`config.mk`:
```
export PLATFORM = sky130hd
export DESIGN_NAME = rs485_de_timer
export DESIGN_NICKNAME = d
export VERILOG_FILES = /design/src/rtl/rs485_de_pkg.sv /design/src/rtl/de_hold_counter.sv /design/src/rtl/de_ctrl_fsm.sv /design/src/rtl/de_pin_router.sv /design/src/rtl/rs485_de_timer.sv
export SDC_FILE = /design/constraint.sdc
export NUM_CORES = 1
export LEC_CHECK = 0
export ABC_CLOCK_PERIOD_IN_PS = 2720
export BUFFER_PORTS_ARGS = -buffer_cell sky130_fd_sc_hd__buf_2
export CORE_AREA = 2 2 39 41
export CTS_CLUSTER_SIZE = 14
export DETAILED_ROUTE_END_ITERATION = 16
export DIE_AREA = 0 0 41 43
export PLACE_DENSITY = 0.81
export SETUP_SLACK_MARGIN = 0.3
export SLEW_MARGIN = 10
export SYNTH_ARGS = -nofsm -noshare
export SYNTH_HDL_FRONTEND = slang
export SYNTH_SLANG_ARGS = --single-unit
```
`constraint.sdc`:
```
create_clock -name clk -period 2.72 [get_ports clk]
set_input_delay 0.272 -clock clk [delete_from_list [all_inputs] [get_ports clk]]
set_output_delay 0.272 -clock clk [all_outputs]
set_load 0.02 [all_outputs]
```
`src/rtl/rs485_de_pkg.sv`:
```
package rs485_de_pkg;

    localparam int HOLD_W = 8;

    typedef enum logic [1:0] {
        ST_IDLE  = 2'd0,
        ST_DRIVE = 2'd1,
        ST_HOLD  = 2'd2
    } de_state_e;

    typedef enum logic {
        PIN_RTS = 1'b0,
        PIN_DTR = 1'b1
    } de_pin_e;

    typedef struct packed {
        logic    active_low;
        de_pin_e target;
    } de_route_t;

    // Pin level for a given enable state and polarity.
    function automatic logic pin_level(input logic enabled, input logic active_low);
        return enabled ? ~active_low : active_low;
    endfunction

endpackage

```
`src/rtl/de_hold_counter.sv`:
```
module de_hold_counter #(
    parameter int CNT_W = 8
) (
    input  logic             clk,
    input  logic             rst,
    input  logic             load,
    input  logic [CNT_W-1:0] load_val,
    input  logic             dec,
    output logic             at_last
);
    localparam logic [CNT_W-1:0] ONE = CNT_W'(1);

    logic [CNT_W-1:0] cnt_q;

    always_ff @(posedge clk) begin
        if (rst) begin
            cnt_q <= '0;
        end else if (load) begin
            cnt_q <= load_val;
        end else if (dec && cnt_q != '0) begin
            cnt_q <= cnt_q - ONE;
        end
    end

    assign at_last = (cnt_q == ONE);
endmodule

```
`src/rtl/de_ctrl_fsm.sv`:
```
module de_ctrl_fsm
    import rs485_de_pkg::*;
#(
    parameter int CNT_W = HOLD_W
) (
    input  logic             clk,
    input  logic             rst,
    input  logic             bit_tick,
    input  logic             tx_busy,
    input  logic             stop_done,
    input  logic             fifo_empty,
    input  logic [CNT_W-1:0] hold_bits,
    input  logic             cnt_last,
    output logic             cnt_load,
    output logic             cnt_dec,
    output de_state_e        state
);
    de_state_e state_d;
    logic      final_stop;

    assign final_stop = stop_done && fifo_empty;

    always_comb begin
        state_d  = state;
        cnt_load = 1'b0;
        case (state)
            ST_IDLE: begin
                if (tx_busy) state_d = ST_DRIVE;
            end
            ST_DRIVE: begin
                if (final_stop) begin
                    if (hold_bits == '0) begin
                        state_d = ST_IDLE;
                    end else begin
                        state_d  = ST_HOLD;
                        cnt_load = 1'b1;
                    end
                end
            end
            ST_HOLD: begin
                if (tx_busy) state_d = ST_DRIVE;
                else if (bit_tick && cnt_last) state_d = ST_IDLE;
            end
            default: state_d = ST_IDLE;
        endcase
    end

    assign cnt_dec = (state == ST_HOLD) && bit_tick && !tx_busy;

    always_ff @(posedge clk) begin
        if (rst) state <= ST_IDLE;
        else     state <= state_d;
    end
endmodule

```
`src/rtl/de_pin_router.sv`:
```
module de_pin_router
    import rs485_de_pkg::*;
#(
    parameter int NUM_PINS = 2
) (
    input  logic                enabled,
    input  de_route_t           route,
    output logic [NUM_PINS-1:0] pins
);
    for (genvar i = 0; i < NUM_PINS; i++) begin : g_pin
        always_comb begin
            if (int'(route.target) == i)
                pins[i] = pin_level(enabled, route.active_low);
            else
                pins[i] = pin_level(1'b0, route.active_low);
        end
    end
endmodule

```
`src/rtl/rs485_de_timer.sv`:
```
module rs485_de_timer
    import rs485_de_pkg::*;
#(
    parameter int CNT_W = HOLD_W
) (
    input  logic             clk,
    input  logic             rst,
    input  logic             bit_tick,
    input  logic             tx_busy,
    input  logic             stop_done,
    input  logic             fifo_empty,
    input  logic [CNT_W-1:0] hold_bits,
    input  logic             pin_sel,
    input  logic             polarity,
    output logic             de_active,
    output logic             rts_pin,
    output logic             dtr_pin
);
    localparam int NUM_PINS = 2;

    de_state_e           state;
    logic                cnt_load;
    logic                cnt_dec;
    logic                cnt_last;
    de_route_t           route;
    logic [NUM_PINS-1:0] pins;

    de_ctrl_fsm #(.CNT_W(CNT_W)) u_fsm (
        .clk        (clk),
        .rst        (rst),
        .bit_tick   (bit_tick),
        .tx_busy    (tx_busy),
        .stop_done  (stop_done),
        .fifo_empty (fifo_empty),
        .hold_bits  (hold_bits),
        .cnt_last   (cnt_last),
        .cnt_load   (cnt_load),
        .cnt_dec    (cnt_dec),
        .state      (state)
    );

    de_hold_counter #(.CNT_W(CNT_W)) u_cnt (
        .clk      (clk),
        .rst      (rst),
        .load     (cnt_load),
        .load_val (hold_bits),
        .dec      (cnt_dec),
        .at_last  (cnt_last)
    );

    assign de_active    = (state != ST_IDLE);
    assign route.target = pin_sel ? PIN_DTR : PIN_RTS;
    assign route.active_low = polarity;

    de_pin_router #(.NUM_PINS(NUM_PINS)) u_route (
        .enabled (de_active),
        .route   (route),
        .pins    (pins)
    );

    assign rts_pin = pins[int'(PIN_RTS)];
    assign dtr_pin = pins[int'(PIN_DTR)];
endmodule

```
==> metrics.md <==
| Metric | Value |
|---|---|
| Status | `finished clean` |
| Core area | `1380 um^2` |
| Nets | `120` |
| Max Cap Violations | `0` |
| Slowest cell on the critical path | `dfxtp_1` |
| Hold_sp | `hold_bits[4]` |
| Unrepaired setup endpoints after global routing | `false` |
| Hold crit path type | `in2reg` |
| Detail Route Antenna Nets | `0` |
| Syn Nets | `99` |
| Initial antenna violation count | `0` |
| CTS buffer count | `3` |
| Cells after synthesis | `80` |
| Required time of the critical path | `around 2.9 ns` |
| Reg area | `~200 um^2` |
| Input/output buffers | `18` |
| Critical path peak fanout | `8` |
| Post-detail-place hpwl | `1220 um` |
| Sink Count | `10` |
| RR Endpoint | `u_cnt.cnt_q[2]` |
| Boundary Pins | `19` |
| Endpoints failing setup | `0` |
| CP max stage delay | `around 0.37 ns` |
| Yosys warns | `0` |
| Root buffer cell | `clkbuf_4` |
| Reg2reg start | `u_cnt.cnt_q[4]` |
| All-Layer GR Usage | `0.231` |
| Global-route wire length before repair | `around 2700 um` |
| GP Congestion | `between 0.8 and 0.9` |
| EDFF count, synth | `0` |
| TNS Setup | `0 ns` |
| Commonest non-fill, non-tap cells in the layout | `18 x buf_2, 10 x dfxtp_1` |
| Die Wd | `41 um` |
| Post-CTS sizing | `0` |
| CTS tree | `built` |
| FF-to-FF setup slack | `around 0.94 ns` |
| First-pass iteration count of the detailed router | `4` |
| Startpoint types | `flip-flop` |
| Kind of critical path | `reg2reg` |
| Multi-input gate area | `429 um^2` |
| Critical-path cell list | `nor4_1 -> buf_4 -> a31o_2 -> mux2_2 -> a211oi_1` |
| Clk_skew | `0.00190 ns` |
| Pwr Total | `370 uW` |
| Mapped Area | `671 um^2` |
| Hold_buf cts | `0` |
| Register-to-Register Path Depth | `5` |
| Family with the most delay on the worst path | `compound AO/OA/AOI/OAI gates` |
| Detailed Route Iter0 Violations | `20` |
| Full die area | `1760 um^2` |
| Crit path DAT | `1.97 ns` |
| Yosys reg bits | `10` |
| Vias per cell | `6.02` |
| DRC Markers | `0` |
| Dominant cell type by area after synthesis | `dfxtp_1` |
| Worst Hold Margin | `roughly 0.26 ns` |
| Share of layout cells above drive strength 1 | `0.280` |
| PwrDens | `462 nW/um^2` |
| Fmax | `0.562 GHz` |
| Filler cell count | `133` |
| Largest net degree at the start of global routing | `12` |
| P&R area growth vs syn | `19.6%` |
| Clk pin slew, worst setup/hold paths | `0.07 ns` |
| Initial Util | `0.485` |
| Setup Buffers After CTS | `0` |
| Worst Hold End | `u_cnt.cnt_q[4]` |
| Ys flop type | `dfxtp_1` |
| Final min period | `about 1.8 ns` |
| H-Tree Depth | `1` |
| # diodes | `0` |
| Slew HR | `0.524` |
| Worst Hold Depth | `3` |
| Async SR Flop Fraction | `0` |
| Worst Path Buf+Inv | `1` |
| Leakage power | `0.000320 uW` |
| Drt total wl | `about 1600 um` |
| Overflow after GRT | `0` |
| Clk_lat worst skew | `0.27 ns` |
| FP Rows | `14` |
| Count of pins over their slew limit | `0` |
| Tightest Pin Transition | `0.710 ns` |
| Drt wl/cell | `13.6 um` |
| CP Capture Type | `flip-flop` |
| Syn Area/Cell | `8.38 um^2` |
| Final Hold Viols | `0` |
| Via count | `698` |
| Ranking of synthesized cells by area | `dfxtp_1 30%, ha_1 5.6%, a31oi_1 4.7%` |
| Sequential area share after synthesis | `0.299` |
| Most common cell after layout, fill and taps aside | `buf_2` |
| Die H | `43 um` |
| Vias in the first global route | `643` |
| Post-synth cell types | `38` |
| Period utilization | `0.654` |
| Share of the synthesized area in the top cell type | `0.299` |
| Critical Path Start | `u_cnt.cnt_q[4]` |
| Maximum vdd drop | `249 uV` |
| Clock Tree Buf Depth | `2` |
logic make-up (layout without fill, tap and decap cells):
logic type,after synthesis,count (layout),share of synthesized area
fa+ha+maj,3,3,0.0560
simple gates,31,31,0.285
buf+inv,8,28,0.0616
compound gates,24,24,0.241
mux,2,2,0.0317
xor+xnor,2,2,0.0261
flops,10,10,0.299
cell usage after synthesis, types with 2 or more instances:
cell type,instances
nand3_1,4
o211ai_1,3
a2bb2oi_1,2
a31oi_1,5
nor2_1,4
dfxtp_1,10
nand2_1,5
nor2b_1,3
or4_1,3
a21oi_1,5
ha_1,3
o21ai_0,2
inv_1,5
or3_4,2
worst register-to-register path, stage by stage (launching register included):
cell,delay [ns]
dfxtp_1,0.37
nor4_1,0.31
buf_4,0.19
a31o_2,0.26
mux2_2,0.36
a211oi_1,0.21
sequential cells by signal (all words and copies together), names as in the netlist:
register / cells
u_cnt.cnt_q: 8
u_fsm.state: 2
final cells by class:
class / count / share of cell area
clock buffers: 4 / 0.0452
inverters: 5 / 0.0234
multi-input cells: 62 / 0.535
flip-flops and latches: 10 / 0.250
well taps: 16 / 0.0250
repair buffers: 19 / 0.122
layer usage:
| layer | share of wire | wire [um] | up-vias | track usage |
|---|---|---|---|---|
| li1 | - | - | 343 | - |
| met1 | 0.40 | 636 | 328 | 0.257 |
| met2 | 0.53 | 838 | 22 | 0.350 |
| met3 | 0.038 | 60 | 5 | 0.0785 |
| met4 | 0.027 | 43 | 0 | 0.153 |
| met5 | 0 | 0 | - | 0 |
power breakdown:
part / switching (uW) / total, uW / leakage, uW / internal (uW)
clock network: 55.7 / 137 / 0.0000210 / 81.5
logic: 39.3 / 75.3 / 0.000218 / 36.0
registers: 6.06 / 158 / 0.0000813 / 152
total: 101 / 370 / 0.000320 / 269
how the worst max path moves through the flow:
stage | to | cells after the start | slack, ns
after floorplan | u_cnt.cnt_q[2] | 4 | 0.96
after global placement | u_cnt.cnt_q[2] | 5 | 0.75
after detailed placement | u_cnt.cnt_q[2] | 5 | 0.71
after CTS | u_cnt.cnt_q[2] | 5 | 0.96
after global routing | u_cnt.cnt_q[2] | 5 | 0.76
final | u_cnt.cnt_q[2] | 5 | 0.94
per-stage QoR:
stage / worst slack, ns / std cells / cell area [um^2] / utilization
2_1_floorplan: 0.959 / 80 / 671 / -
3_3_place_gp: 0.747 / 112 / 766 / 0.553
3_5_place_dp: 0.707 / 112 / 766 / 0.553
4_1_cts: 0.962 / 116 / 802 / 0.580
5_1_grt: 0.764 / 116 / 802 / 0.580
6_report: 0.941 / 116 / 802 / 0.580
(Power assumes the default switching activity.)
